===== src/rtl/rail_seq_pkg.sv =====
package rail_seq_pkg;

    localparam int N_RAILS = 3;

    typedef enum logic [3:0] {
        ST_IDLE,
        ST_UP1,
        ST_UP2,
        ST_UP3,
        ST_ON,
        ST_DN1,
        ST_DN2,
        ST_DN3,
        ST_HOLD_HI,
        ST_HOLD_LO
    } seq_state_e;

    // Out-of-range select codes fall back to code 1.
    function automatic logic [2:0] norm_sel(input logic [2:0] s);
        return (s == 3'd0 || s == 3'd7) ? 3'd1 : s;
    endfunction

    // Common delay in milliseconds for a delay option code.
    function automatic logic [7:0] opt_ms(input logic [2:0] s);
        logic [7:0] ms;
        unique case (norm_sel(s))
            3'd2:    ms = 8'd30;
            3'd3:    ms = 8'd60;
            3'd4:    ms = 8'd120;
            3'd5:    ms = 8'd2;
            3'd6:    ms = 8'd16;
            default: ms = 8'd10;
        endcase
        return ms;
    endfunction

    // Drop slot (0 = first) of each rail, packed {rail2, rail1, rail0}.
    function automatic logic [5:0] drop_slots(input logic [2:0] s);
        logic [5:0] v;
        unique case (norm_sel(s))
            3'd2:    v = {2'd0, 2'd2, 2'd1};
            3'd3:    v = {2'd1, 2'd0, 2'd2};
            3'd4:    v = {2'd2, 2'd0, 2'd1};
            3'd5:    v = {2'd1, 2'd2, 2'd0};
            3'd6:    v = {2'd2, 2'd1, 2'd0};
            default: v = {2'd0, 2'd1, 2'd2};
        endcase
        return v;
    endfunction

endpackage


===== src/rtl/rail_seq_timer.sv =====
module rail_seq_timer #(
    parameter int CNT_W = 16
) (
    input  logic             clk,
    input  logic             rst_n,
    input  logic             restart,
    input  logic             tick,
    input  logic [CNT_W-1:0] limit,
    output logic             expire
);

    logic [CNT_W-1:0] cnt_q;

    always_ff @(posedge clk) begin
        if (!rst_n) begin
            cnt_q <= '0;
        end else if (restart) begin
            cnt_q <= '0;
        end else if (tick) begin
            cnt_q <= cnt_q + 1'b1;
        end
    end

    // The phase has seen `limit` ticks once this pulse is counted.
    assign expire = tick && (cnt_q == limit - 1'b1);

endmodule


===== src/rtl/rail_seq_delay_sel.sv =====
module rail_seq_delay_sel
    import rail_seq_pkg::*;
#(
    parameter int TICKS_PER_MS = 10,
    parameter int LEAD_TICKS   = 4,
    parameter int SETTLE_TICKS = 1200,
    parameter int CNT_W        = 16
) (
    input  seq_state_e       state,
    input  logic [2:0]       opt,
    output logic [CNT_W-1:0] limit
);

    logic [CNT_W-1:0] base;

    assign base = CNT_W'(opt_ms(opt)) * CNT_W'(TICKS_PER_MS);

    always_comb begin
        unique case (state)
            ST_UP1, ST_DN1:         limit = base + CNT_W'(LEAD_TICKS);
            ST_HOLD_HI, ST_HOLD_LO: limit = CNT_W'(SETTLE_TICKS);
            default:                limit = base;
        endcase
    end

endmodule


===== src/rtl/rail_seq_order_dec.sv =====
module rail_seq_order_dec
    import rail_seq_pkg::*;
(
    input  logic [2:0]         sel,
    output logic [N_RAILS-1:0] keep_one,
    output logic [N_RAILS-1:0] keep_two
);

    logic [2*N_RAILS-1:0] slots;

    assign slots = drop_slots(sel);

    generate
        for (genvar r = 0; r < N_RAILS; r++) begin : g_rail
            logic [1:0] slot;
            assign slot        = slots[2*r +: 2];
            assign keep_one[r] = (slot >= 2'd1);
            assign keep_two[r] = (slot >= 2'd2);
        end
    endgenerate

endmodule


===== src/rtl/rail_seq_ctrl.sv =====
module rail_seq_ctrl #(
    parameter int TICKS_PER_MS = 10,
    parameter int LEAD_TICKS   = 4,
    parameter int SETTLE_MS    = 120,
    parameter int CNT_W        = 16
) (
    input  logic       clk,
    input  logic       rst_n,
    input  logic       tick,
    input  logic       en,
    input  logic [2:0] pd_order_sel,
    input  logic [2:0] dly_opt_sel,
    output logic [2:0] rail_en,
    output logic       busy
);
    import rail_seq_pkg::*;

    localparam int SETTLE_TICKS = SETTLE_MS * TICKS_PER_MS;

    seq_state_e       state_q, state_d;
    logic             en_q;
    logic [2:0]       opt_q, ord_q;
    logic             en_fall, en_rise;
    logic             same_restart, restart, capture, expire;
    logic [CNT_W-1:0] limit;
    logic [2:0]       keep_one, keep_two;

    assign en_fall = en_q && !en;
    assign en_rise = !en_q && en;

    // State register, request history and captured selects.
    always_ff @(posedge clk) begin
        if (!rst_n) begin
            state_q <= ST_IDLE;
            en_q    <= 1'b0;
            opt_q   <= 3'd1;
            ord_q   <= 3'd1;
        end else begin
            state_q <= state_d;
            en_q    <= en;
            if (capture) begin
                opt_q <= dly_opt_sel;
                ord_q <= pd_order_sel;
            end
        end
    end

    // Next-state logic.
    always_comb begin
        state_d      = state_q;
        same_restart = 1'b0;
        unique case (state_q)
            ST_IDLE:    if (en) state_d = ST_UP1;
            ST_UP1: begin
                if (!en)         state_d = ST_IDLE;
                else if (expire) state_d = ST_UP2;
            end
            ST_UP2: begin
                if (en_fall)     same_restart = 1'b1;
                else if (expire) state_d = ST_UP3;
            end
            ST_UP3: begin
                if (en_fall)     same_restart = 1'b1;
                else if (expire) state_d = en ? ST_ON : ST_HOLD_HI;
            end
            ST_ON:      if (!en) state_d = ST_DN1;
            ST_DN1: begin
                if (en)          state_d = ST_ON;
                else if (expire) state_d = ST_DN2;
            end
            ST_DN2: begin
                if (en_rise)     same_restart = 1'b1;
                else if (expire) state_d = ST_DN3;
            end
            ST_DN3: begin
                if (en_rise)     same_restart = 1'b1;
                else if (expire) state_d = en ? ST_HOLD_LO : ST_IDLE;
            end
            ST_HOLD_HI: if (expire) state_d = en ? ST_ON : ST_DN1;
            ST_HOLD_LO: if (expire) state_d = en ? ST_UP1 : ST_IDLE;
            default:    state_d = ST_IDLE;
        endcase
    end

    assign restart = (state_d != state_q) || same_restart;
    assign capture = (state_d != state_q)
                  && (state_d == ST_UP1 || state_d == ST_DN1);

    // Output decode.
    always_comb begin
        rail_en = 3'b000;
        busy    = 1'b1;
        unique case (state_q)
            ST_IDLE:                     busy    = 1'b0;
            ST_UP1, ST_HOLD_LO:          rail_en = 3'b000;
            ST_UP2:                      rail_en = 3'b001;
            ST_UP3:                      rail_en = 3'b011;
            ST_ON: begin
                rail_en = 3'b111;
                busy    = 1'b0;
            end
            ST_DN1, ST_HOLD_HI:          rail_en = 3'b111;
            ST_DN2:                      rail_en = keep_one;
            ST_DN3:                      rail_en = keep_two;
            default:                     busy    = 1'b0;
        endcase
    end

    rail_seq_delay_sel #(
        .TICKS_PER_MS (TICKS_PER_MS),
        .LEAD_TICKS   (LEAD_TICKS),
        .SETTLE_TICKS (SETTLE_TICKS),
        .CNT_W        (CNT_W)
    ) delay_i (
        .state (state_q),
        .opt   (opt_q),
        .limit (limit)
    );

    rail_seq_timer #(
        .CNT_W (CNT_W)
    ) timer_i (
        .clk     (clk),
        .rst_n   (rst_n),
        .restart (restart),
        .tick    (tick),
        .limit   (limit),
        .expire  (expire)
    );

    rail_seq_order_dec order_i (
        .sel      (ord_q),
        .keep_one (keep_one),
        .keep_two (keep_two)
    );

endmodule


===== config.mk =====
export PLATFORM = sky130hd
export DESIGN_NAME = rail_seq_ctrl
export DESIGN_NICKNAME = d
export VERILOG_FILES = /design/src/rtl/rail_seq_pkg.sv /design/src/rtl/rail_seq_timer.sv /design/src/rtl/rail_seq_delay_sel.sv /design/src/rtl/rail_seq_order_dec.sv /design/src/rtl/rail_seq_ctrl.sv
export SDC_FILE = /design/constraint.sdc
export NUM_CORES = 1
export LEC_CHECK = 0
export BUFFER_PORTS_ARGS = -buffer_cell sky130_fd_sc_hd__clkbuf_2
export CAP_MARGIN = 20
export CORE_MARGIN = 10
export CORE_UTILIZATION = 55
export DETAILED_ROUTE_END_ITERATION = 10
export GPL_TIMING_DRIVEN = 0
export MAX_ROUTING_LAYER = met4
export PLACE_DENSITY = 0.82
export SLEW_MARGIN = 15
export SYNTH_ARGS = -nofsm -noshare
export SYNTH_HDL_FRONTEND = slang
export SYNTH_HIERARCHICAL = 1
export SYNTH_SLANG_ARGS = --single-unit

===== constraint.sdc =====
create_clock -name clk -period 5.2 [get_ports clk]
set_input_delay 0.26 -clock clk [delete_from_list [all_inputs] [get_ports clk]]
set_output_delay 0.26 -clock clk [all_outputs]
set_load 0.02 [all_outputs]

# ---- After elaboration in Yosys (flattened, before gate mapping)
# Index checks and enable logic that the tools add are counted.
dict set report totals {
  out_inout_bits 4
  ff_bits 27
  input_bits 10
  elab_cells 92
}
dict set report classes {
  add_sub_neg 3
  order_cmp 6
  eq_ne 25
  n_mux 31
  bitwise_logic 1
  multipliers 1
  n_reduce_logical 20
}
# cell n
set ops {}
lappend ops {{$mux W4} 18}
lappend ops {{$pmux W4 S10} 1}
lappend ops {{$pmux W7 S5} 1}
lappend ops {{$pmux W16 S2} 1}
lappend ops {{$pmux W6 S5} 1}
lappend ops {{$eq A3 B3 Y1 const B} 8}
lappend ops {{$eq A4 B3 Y1 const B} 5}
lappend ops {{$add A16 B1 Y16 const B} 1}
lappend ops {{$eq A16 B16 Y1} 1}
lappend ops {{$sub A16 B1 Y16 const B} 1}
lappend ops {{$pmux W3 S5} 1}
lappend ops {{$add A12 B3 Y13 const B} 1}
lappend ops {{$eq A3 B2 Y1 const B} 4}
lappend ops {{$mul A7 B3 Y10 const B} 1}
lappend ops {{$reduce_or A2 Y1} 5}
lappend ops {{$eq A4 B1 Y1 const B} 2}
lappend ops {{$eq A4 B2 Y1 const B} 2}
lappend ops {{$eq A4 B4 Y1 const B} 2}
lappend ops {{$reduce_or A8 Y1} 1}
lappend ops {{$ge A2 B1 Y1 const B} 3}
lappend ops {{$ge A2 B2 Y1 const B} 3}
lappend ops {{$logic_not A3 Y1} 2}
lappend ops {{$mux W3} 2}
lappend ops {{$mux W1} 5}
lappend ops {{other kinds (8)} 15}

# ---- Logic depth before layout (Yosys ltp)
# Gate-level depths: netlist of run 1.
dict set report depth {
  word_depth 17
  ltp_mapped 29
  depth_no_buf 25
}

# ---- Hierarchy
# The synthesis of run 1 kept the hierarchy.
# module seq_area_each_um2 cells_per_inst area_per_inst_um2 n_inst
set modules_own_cells {}
lappend modules_own_cells {rail_seq_timer 320.3 160 1252.5 1}
lappend modules_own_cells {rail_seq_ctrl 220.2 143 1156.1 1}
lappend modules_own_cells {rail_seq_delay_sel 0.0 70 554.3 1}
lappend modules_own_cells {rail_seq_order_dec 0.0 11 78.8 1}

# ---- Worst setup path after synthesis of run 1
# No wires, ideal clock.
dict set report synth_timing {
  kind {register to register}
  startpoint {register opt_q[1]}
  endpoint {register timer_i.cnt_q[10]}
  arrival_time_ps 5333
  path_slack_ps -260
  path_stages_with_launch 29
  period_less_slack_ps 5460
  path_cell_list {dfxtp_1 > buf_4 > and2b_4 > nand2_1 > and2_1 > ha_1 > ha_1 > and3_1 > and4_4 > maj3_2 > or3_1 > a22oi_1 > clkbuf_1 > nor3_1 > nand3_1 > nor2_1 > nor4_2 > o2111ai_1 > and4b_1 > nor2b_1 > nor3b_1 > o31a_1 > buf_1 > nor4_1 > o21ai_0 > nand2b_1 > clkbuf_1 > clkbuf_1 > nor2_1}
}
dict set report synth_via {
  elab_chain_len 17
}
# element line
set synth_rtl {}
lappend synth_rtl {{from (decl)} rail_seq_ctrl.sv:22} ;# logic [2:0] opt_q, ord_q;
lappend synth_rtl {{from (signal assigned)} rail_seq_ctrl.sv:42} ;# opt_q <= dly_opt_sel;
lappend synth_rtl {{$eq A3 B3 Y1 / $logic_not A3 Y1 (equally long branches)} rail_seq_pkg.sv:20} ;# return (s == 3'd0 || s == 3'd7) ? 3'd1 : s;
lappend synth_rtl {{$logic_or A1 B1 Y1} rail_seq_pkg.sv:20}
lappend synth_rtl {{$mux W3 *} rail_seq_pkg.sv:20}
lappend synth_rtl {{$eq A3 B3 Y1 / $eq A3 B2 Y1 (equally long branches)} rail_seq_pkg.sv:26} ;# unique case (norm_sel(s))
lappend synth_rtl {{$pmux W7 S5 *} rail_seq_pkg.sv:26}
lappend synth_rtl {{$mul A7 B3 Y10 *} rail_seq_delay_sel.sv:16} ;# assign base = CNT_W'(opt_ms(opt)) * CNT_W'(TICKS_PER_MS);
lappend synth_rtl {{$add A12 B3 Y13} rail_seq_delay_sel.sv:20} ;# ST_UP1, ST_DN1: limit = base + CNT_W'(LEAD_TICKS);
lappend synth_rtl {{$pmux W16 S2 *} rail_seq_delay_sel.sv:19} ;# unique case (state)
lappend synth_rtl {{net limit[8]} rail_seq_ctrl.sv:25} ;# logic [CNT_W-1:0] limit;
lappend synth_rtl {{(+3 left out)} -}
lappend synth_rtl {{net expire} rail_seq_ctrl.sv:24} ;# logic same_restart, restart, capture, expire;
lappend synth_rtl {{$mux W4, or another cell as far along} rail_seq_ctrl.sv:77} ;# else if (expire) state_d = en ? ST_HOLD_LO : ST_IDLE;
lappend synth_rtl {{$mux W4, or another cell as far along} rail_seq_ctrl.sv:76} ;# if (en_rise) same_restart = 1'b1;
lappend synth_rtl {{$pmux W4 S10 *} rail_seq_ctrl.sv:52} ;# unique case (state_q)
lappend synth_rtl {{$ne A4 B4 Y1 *} rail_seq_ctrl.sv:85} ;# assign restart = (state_d != state_q) || same_restart;
lappend synth_rtl {{$logic_or A1 B1 Y1 *} rail_seq_ctrl.sv:85}
lappend synth_rtl {{net restart} rail_seq_ctrl.sv:24}
lappend synth_rtl {{$reduce_or A2 Y1 (no line) *} -}
lappend synth_rtl {{to (signal assigned)} rail_seq_timer.sv:20} ;# cnt_q <= cnt_q + 1'b1;
lappend synth_rtl {{to (decl)} rail_seq_timer.sv:12} ;# logic [CNT_W-1:0] cnt_q;
# The timed path passes the listed nets; every way through them passes the cells marked *.
# A chain may end at the register's enable or synchronous reset.

# ---- Worst setup path in the final report of run 1
dict set report layout_timing {
  startpoint {register opt_q[2]}
  endpoint {register timer_i.cnt_q[9]}
}
# The elaborated chain is that of the path after synthesis.

==> metrics.md, run 1 <==
| Metric | Value |
|---|---|
| Status | `complete, no violations` |
| Mean area per synthesized cell | `7.92 um2` |
| Overflow left after global routing | `0` |
| Drt initial violations | `212` |
| Post-placement cell count | `474` |
| Seq cells post-synth | `27` |
| Final Non-Filler Cells | `499` |
| HP Class | `in -> reg` |
| Worst-path maximum fanout | `7` |
| Clock buffer depth | `2` |
| Post-route DRC | `0` |
| Net count reported at finish | `446` |
| Most area-hungry cell type in the Yosys netlist | `sky130_fd_sc_hd__dfxtp_1` |
| Initial core utilization | `55.9%` |
| Cell chosen for the clock root | `sky130_fd_sc_hd__clkbuf_8` |
| Master of the slowest instance on the critical path | `sky130_fd_sc_hd__dfxtp_4` |
| Final antenna-violating net count | `0` |
| Count of max-cap constraint violations | `0` |
| Final Wtd Congestion | `0.944` |
| Number of antenna repair diodes | `0` |
| Clock-pin slew of the registers on the worst-case setup and hold paths | `100 ps` |
| Summed negative setup slack over all endpoints | `0 ps` |
| WL per Instance | `16.3 um` |
| Area Growth Syn to Fin | `26.1%` |
| Number of synthesis warnings | `6` |
| Cell Area, Placed | `3220 um2` |
| Hold violation count in the final report | `0` |
| Reg area | `547 um2` |
| Max Transition Viols Final | `0` |
| GR Util All Layers | `17.0%` |
| Endpoint of the lowest-slack register-to-register path | `timer_i/cnt_q[9]$_SDFFE_PP0P_` |
| Pre-antenna DRT Iters | `5` |
| Seq/Total Area, Yosys | `17.8%` |
| Number of global-route vias before repair | `2,759` |
| Number of CTS-inserted buffers | `3` |
| CP peak stage delay | `380 ps` |
| Synthesized cell area | `3040 um2` |
| Clk_lat worst skew | `280 ps` |
| Die area | `8900 um2` |
| Pwr/cell area | `184 nW/um2` |
| Cell class contributing the biggest share of worst-path delay | `simple AND/OR/NAND/NOR gates` |
| Type of element launching the critical path | `register` |
| Final Skew | `7.47 ps` |
| Post-synthesis async set-or-reset flop share | `0%` |
| Design Area, Final | `3840 um2` |
| Number of core rows | `27` |
| TritonCTS clock tree | `yes` |
| End-of-flow core utilization | `70.5%` |
| Post-synthesis cell count | `384` |
| Worst path arrival time | `5320 ps` |
| Nature of the critical path endpoint | `register` |
| Ratio of cells with drive above 1 in the final layout | `33.3%` |
| Fmax | `194 MHz` |
| Critical Path RT | `5380 ps` |
| Chip Width | `94.4 um` |
| Count of endpoints failing setup in the final report | `0` |
| Worst Reg-to-Reg Cells | `27` |
| Initial antenna violation count | `0` |
| Vias per inst | `6.10` |
| Worst vdd rail ir drop | `0.000111 V` |
| Worst Setup Path Type | `reg -> reg` |
| Worst hold path depth | `3` |
| Endpoint, Worst Hold | `opt_q[1]$_SDFFE_PN0P_` |
| Beginning of the worst hold path | `dly_opt_sel[1]` |
| Lkg Pwr | `1.36 nW` |
| Fill cell instance count of the final layout | `385` |
| Core Footprint | `5440 um2` |
| H-tree lvl count | `1` |
| Ys flop type | `sky130_fd_sc_hd__dfxtp_1` |
| Die Y | `94.4 um` |
| Multi-input logic area | `2660 um2` |
| Dominant cell by count in the synthesized netlist | `sky130_fd_sc_hd__nor2_1` |
| Pin count of the biggest net entering global routing | `17` |
| Global-route wire length before repair | `12,500 um` |
| Buffers and inverters on the worst path | `5` |
| Wirelength, routed | `8140 um` |
| Number of buffers added to fix hold violations after cts | `0` |
| Number of vias in the routed layout | `3,046` |
| Worst flop-to-flop path startpoint | `opt_q[2]$_SDFFE_PN0P_` |
| Dominant cells by area after synthesis | `sky130_fd_sc_hd__dfxtp_1 18%, sky130_fd_sc_hd__xnor2_1 6.0%, sky130_fd_sc_hd__xor2_1 5.2%, sky130_fd_sc_hd__nor2_1 4.4%, sky130_fd_sc_hd__nand3_1 3.6%` |
| Share of the synthesized area in the top cell type | `17.8%` |
| Detailed placement HPWL | `5290 um` |
| Slew of the pin with the lowest slew margin | `814 ps` |
| Worst Setup Slack, final | `54.4 ps` |
| Io pins | `14` |
| Post-place setup slack | `-829 ps` |
| Min Clock Period, post-route | `5150 ps` |
| Number of flops mapped to enable cells by yosys | `0` |
| Final period utilization | `99.0%` |
| Relative slew slack | `45.6%` |
| RSZ-0062 raised after global routing | `yes` |
| Distinct cell type count after synthesis | `82` |
| Reg-to-reg setup timing slack | `50 ps` |
| Most common library cells after synthesis | `36 x sky130_fd_sc_hd__nor2_1, 27 x sky130_fd_sc_hd__dfxtp_1, 25 x sky130_fd_sc_hd__nand2_1, 22 x sky130_fd_sc_hd__nand3_1, 21 x sky130_fd_sc_hd__xnor2_1` |
| Number of I/O port buffers | `12` |
| Total number of clock tree sinks | `27` |
worst register-to-register path: cells and delay by family, from the launching register on:
kind            cells  cell delay [ps]
simple gates       13             2210
compound gates      6             1040
flops               1              380
buf+inv             5              780
fa+ha+maj           3              650
layer usage:
layer  GRT usage [%]  vias to the layer above  wire length (um)
li1                -                     1485                 -
met1            21.5                     1451              3480
met2            27.5                       95              4110
met3            1.98                       15               412
met4            5.32                        0               130
met5               -                        -                 0
how the worst max path moves through the flow:
stage                           from                              to  slack, ps  cells after the start
2_1_floorplan  opt_q[1]$_SDFFE_PN0P_  timer_i/cnt_q[10]$_SDFFE_PP0P_         50                     28
6_report       opt_q[2]$_SDFFE_PN0P_   timer_i/cnt_q[9]$_SDFFE_PP0P_         50                     27
4_1_cts        opt_q[2]$_SDFFE_PN0P_   timer_i/cnt_q[4]$_SDFFE_PP0P_          9                     26
3_3_place_gp   opt_q[1]$_SDFFE_PN0P_   timer_i/cnt_q[1]$_SDFFE_PP0P_       -720                     27
5_1_grt        opt_q[1]$_SDFFE_PN0P_   timer_i/cnt_q[9]$_SDFFE_PP0P_       -190                     27
3_5_place_dp   opt_q[1]$_SDFFE_PN0P_   timer_i/cnt_q[4]$_SDFFE_PP0P_       -830                     26
kinds of logic (layout without fill, tap and decap cells):
group | Yosys count | count (layout) | share of synthesized area, %
buffers and inverters | 39 | 76 | 6.70
other | 1 | 7 | 0.123
XOR/XNOR | 39 | 39 | 11.2
AO/OA/AOI/OAI | 89 | 89 | 24.2
AND/OR/NAND/NOR | 176 | 176 | 34.9
adder cells (fa/ha/maj) | 9 | 9 | 3.66
multiplexers | 4 | 4 | 1.40
flip-flops | 27 | 27 | 17.8
final cells by class:
class,count,area share (%)
multi-input cells,324,69.2
flip-flops and latches,27,14.3
repair buffers,35,7.05
plain buffers,28,4.99
well taps,72,2.35
clock buffers,3,1.08
inverters,9,0.881
clock inverters,1,0.196
sequential cells by signal, indices dropped and copies added, names as in the netlist:
name and cells:
opt_q 3, ord_q 3, en_q 1, timer_i/cnt_q 16, state_q 4
through the flow:
stage,power [mW],hold WS [ps]
after detailed placement,0.491,518
after floorplan,0.444,454
after CTS,0.629,268
final,0.707,251
after global placement,0.484,514
after global routing,0.745,273
cell usage in the layout, fill, tap and decap left out, types with 4 or more instances in the layout:
master | synthesis | final
sky130_fd_sc_hd__nand3_1 | 22 | 21
sky130_fd_sc_hd__nand2b_1 | 11 | 10
sky130_fd_sc_hd__o22ai_1 | 7 | 7
sky130_fd_sc_hd__xnor2_1 | 21 | 21
sky130_fd_sc_hd__nor2_2 | 1 | 7
sky130_fd_sc_hd__nor2_1 | 36 | 24
sky130_fd_sc_hd__a21oi_1 | 11 | 8
sky130_fd_sc_hd__inv_1 | 9 | 9
sky130_fd_sc_hd__nor2_4 | 0 | 6
sky130_fd_sc_hd__o32a_1 | 4 | 4
sky130_fd_sc_hd__nand2_1 | 25 | 23
sky130_fd_sc_hd__xor2_1 | 18 | 17
sky130_fd_sc_hd__and3_1 | 9 | 9
sky130_fd_sc_hd__dfxtp_1 | 27 | 24
sky130_fd_sc_hd__nor3_1 | 7 | 5
sky130_fd_sc_hd__clkbuf_2 | 0 | 12
sky130_fd_sc_hd__ha_1 | 8 | 5
sky130_fd_sc_hd__buf_6 | 2 | 7
sky130_fd_sc_hd__a31oi_1 | 5 | 5
sky130_fd_sc_hd__nor3b_1 | 6 | 5
sky130_fd_sc_hd__and2_1 | 7 | 6
sky130_fd_sc_hd__conb_1 | 1 | 7
sky130_fd_sc_hd__buf_2 | 7 | 6
sky130_fd_sc_hd__buf_4 | 9 | 27
sky130_fd_sc_hd__or2_4 | 0 | 5
sky130_fd_sc_hd__clkbuf_1 | 10 | 7
sky130_fd_sc_hd__nand4_1 | 5 | 5
sky130_fd_sc_hd__o21ai_0 | 15 | 11
power breakdown:
part / leakage [nW] / switching [mW] / internal (mW)
Clock: 0.0217 / 0.0703 / 0.0546
Sequential: 0.220 / 0.0142 / 0.214
Combinational: 1.12 / 0.188 / 0.166
repair_timing:
item | CTS | global route
buffers inserted | 6 | 16
cloned | 0 | 1
gates resized for setup | 22 | 69
setup endpoints to repair | 22 | 22
pin swaps | 2 | 32
No activity file was read; power rests on OpenSTA's default activity.
==> run 2: changes to the inputs <==
Settings changed: PLACE_DENSITY 0.82 to 0.71.
Clock period 5.2 ns to 4.9 ns, I/O delays scaled along.
==> metrics.md, run 2 (same netlist as run 1, synthesis figures left out) <==
| Metric | Value |
|---|---|
| Die area | `8900 um2 (unchanged)` |
| Flip-flop count of the largest register, all copies and words added | `16 (unchanged)` |
| HP Class | `in -> reg (unchanged)` |
| Clk_lat worst skew | `280 ps (about the same)` |
| Summed negative setup slack over all endpoints | `-3270 ps (was 0 ps)` |
| Min Clock Period, post-route | `5080 ps (was 5150 ps)` |
| Pwr/cell area | `201 nW/um2 (was 184 nW/um2)` |
| Final Wtd Congestion | `0.886 (was 0.944)` |
| Reg-to-reg setup timing slack | `-180 ps (was 50 ps)` |
| Cell mode on critical path | `sky130_fd_sc_hd__buf_4` |
| Chip Width | `94.4 um (unchanged)` |
| Beginning of the worst hold path | `dly_opt_sel[2] (was dly_opt_sel[1])` |
| Global routing usage on met1 | `23.6% (was 21.5%)` |
| Core Footprint | `5440 um2 (unchanged)` |
| Relative slew slack | `47.9% (was 45.6%)` |
| Number of vias in the routed layout | `3,025 (was 3,046)` |
| Most used cells in the layout excluding fill and tap cells | `38 x sky130_fd_sc_hd__buf_4, 28 x sky130_fd_sc_hd__nor2_1, 24 x sky130_fd_sc_hd__nand2_1, 24 x sky130_fd_sc_hd__dfxtp_1, 22 x sky130_fd_sc_hd__nand3_1 (was 27 x sky130_fd_sc_hd__buf_4, 24 x sky130_fd_sc_hd__nor2_1, 24 x sky130_fd_sc_hd__dfxtp_1, 23 x sky130_fd_sc_hd__nand2_1)` |
| Pin count of the biggest net entering global routing | `17 (unchanged)` |
| Clock buffer depth | `2 (unchanged)` |
| Pre-antenna DRT Iters | `5 (unchanged)` |
| Switching power | `0.293 mW (was 0.272 mW)` |
| Status | `finished with violations (was complete, no violations)` |
| WL per Instance | `15.5 um (was 16.3 um)` |
| Number of I/O port buffers | `12 (unchanged)` |
| Slew of the pin with the lowest slew margin | `774 ps (was 814 ps)` |
| Initial core utilization | `55.9% (unchanged)` |
| Registers with the highest flip-flop counts | `timer_i/cnt_q (16), state_q (4) (unchanged)` |
| Wirelength, routed | `7880 um (was 8140 um)` |
| Number of global-route vias before repair | `2,772 (was 2,759)` |
| Area Growth Syn to Fin | `24.6% (was 26.1%)` |
| Die Y | `94.4 um (unchanged)` |
| Tightest hold margin | `253 ps (was 251 ps)` |
| Post-placement cell count | `474 (unchanged)` |
| Final Non-Filler Cells | `509 (was 499)` |
| Count of endpoints failing setup in the final report | `22 (was 0)` |
| Fmax | `197 MHz (was 194 MHz)` |
| Violations in the final reports | `negative setup slack` |
| Io pins | `14 (unchanged)` |
| Worst path arrival time | `5260 ps (was 5320 ps)` |
| Count of max-cap constraint violations | `0 (unchanged)` |
| Lkg Pwr | `1.39 nW (was 1.36 nW)` |
| Clock power frac | `18.0% (was 17.7%)` |
| Met3 track utilization from global routing | `1.67% (was 1.98%)` |
| Number of core rows | `27 (unchanged)` |
| RSZ-0062 raised after global routing | `yes (unchanged)` |
| TritonCTS clock tree | `yes (unchanged)` |
| Drt initial violations | `209 (was 212)` |
| Global-route wire length before repair | `13,000 um (was 12,500 um)` |
| Number of buffers added to fix hold violations after cts | `0 (unchanged)` |
| Hold violation count in the final report | `0 (unchanged)` |
| Detailed placement HPWL | `5320 um (was 5290 um)` |
| Nature of the critical path endpoint | `register (unchanged)` |
| Post-place setup slack | `-713 ps (was -829 ps)` |
| Number of antenna repair diodes | `0 (unchanged)` |
| Fill cell instance count of the final layout | `453 (was 385)` |
| Final period utilization | `104% (was 99.0%)` |
| Largest register by flop count | `timer_i/cnt_q (unchanged)` |
| Net count reported at finish | `456 (was 446)` |
| Fraction of power spent switching nets | `38.5% (about the same)` |
| GR Util All Layers | `17.7% (was 17.0%)` |
| Critical Path RT | `5080 ps (was 5380 ps)` |
| Master of the slowest instance on the critical path | `sky130_fd_sc_hd__and4b_2 (was sky130_fd_sc_hd__dfxtp_4)` |
| Worst Setup Path Type | `reg -> reg (unchanged)` |
| Max Transition Viols Final | `0 (unchanged)` |
| Initial antenna violation count | `0 (unchanged)` |
| Overflow left after global routing | `0 (unchanged)` |
| Proportion of power drawn by combinational gates | `50.4% (was 50.0%)` |
| Worst-path maximum fanout | `7 (unchanged)` |
| Multi-input logic area | `2540 um2 (was 2660 um2)` |
| Final Skew | `3.27 ps (was 7.47 ps)` |
| Post-route DRC | `0 (unchanged)` |
| H-tree lvl count | `1 (unchanged)` |
| Cell chosen for the clock root | `sky130_fd_sc_hd__clkbuf_8 (unchanged)` |
| Total number of clock tree sinks | `27 (unchanged)` |
| Met2 usage | `28.5% (was 27.5%)` |
| Reg area | `549 um2 (was 547 um2)` |
| Worst vdd rail ir drop | `0.000137 V (was 0.000111 V)` |
| Worst flop-to-flop path startpoint | `opt_q[1]$_SDFFE_PN0P_ (was opt_q[2]$_SDFFE_PN0P_)` |
| Crit path from | `opt_q[1]$_SDFFE_PN0P_ (was opt_q[2]$_SDFFE_PN0P_)` |
| Gr busiest metal | `met2 (unchanged)` |
| Final antenna-violating net count | `0 (unchanged)` |
| Most frequent standard cell in the layout excluding fill and tap cells | `sky130_fd_sc_hd__buf_4 (unchanged)` |
| Vias per inst | `5.94 (was 6.10)` |
| Int Power | `0.469 mW (was 0.435 mW)` |
| Worst Setup Slack, final | `-176 ps (was 54.4 ps)` |
| Number of CTS-inserted buffers | `3 (unchanged)` |
| Clock-pin slew of the registers on the worst-case setup and hold paths | `100 ps (about the same)` |
| Ratio of cells with drive above 1 in the final layout | `31.6% (was 33.3%)` |
| Sequential Power Share | `31.5% (was 32.3%)` |
| CP peak stage delay | `380 ps (about the same)` |
| Type of element launching the critical path | `register (unchanged)` |
==> run 2: stage by stage <==
| step | util, % | total power, mW | instance area, um2 |
|---|---|---|---|
| final | 69.7 | 0.762 | 3790 |
| after global routing | 69.7 | 0.805 | 3790 |
| after CTS | 67.1 | 0.739 | 3650 |
| after detailed placement | 60.3 | 0.533 | 3280 |
| after global placement | 60.3 | 0.528 | 3280 |
| after floorplan | - | 0.482 | 3130 |
==> run 2: layout make-up <==
type | count | share of cell area (%)
clock buffer | 3 | 1.09
multi-input combinational | 324 | 67.1
buffer | 28 | 5.21
clock inverter | 1 | 0.198
timing repair buffer | 45 | 8.61
sequential | 27 | 14.5
tap | 72 | 2.38
inverter | 9 | 0.891
==> run 2: power groups by stage <==
stage	clock network (mW)	registers [mW]	logic (mW)
after global placement	0	0.245	0.283
after detailed placement	0	0.245	0.288
after CTS	0.142	0.242	0.355
after global routing	0.146	0.242	0.416
final	0.137	0.240	0.384
after floorplan	0	0.242	0.240
==> run 2: per-layer routing <==
layer	vias up	share of wire, %	wire length, um
met3	8	3.5	275
li1	1498	-	-
met1	1442	48	3770
met4	0	0.75	59
met2	77	48	3780
met5	-	0	0
==> run 2: repair_timing <==
item | in CTS | in global routing
endpoints found under the hold margin | 0 | 0
endpoints found under the setup margin | 22 | 23
setup buffers | 23 | 9
resized for setup | 33 | 17
cloned | 1 | 0
pin swaps | 18 | 13
==> run 2: worst paths after layout <==
| check | endpoint | depth (start not counted) |
|---|---|---|
| worst max-delay path | timer_i/cnt_q[12]$_SDFFE_PP0P_ | 28 |
| worst min-delay path | opt_q[2]$_SDFFE_PN0P_ | 3 |
| worst max register to register | timer_i/cnt_q[12]$_SDFFE_PP0P_ | 28 |
| worst min register to register | timer_i/cnt_q[5]$_SDFFE_PP0P_ | 2 |
==> run 2: worst max-delay path, delay by kind of cell, from the launching register on <==
family	cells	cell delay, ps
DFF	1	340
buffers and inverters	7	1020
AOI/OAI and AO/OA	5	870
xor gates and xnor gates	1	140
and+or+nand+nor	12	1960
adders and majority gates	3	630
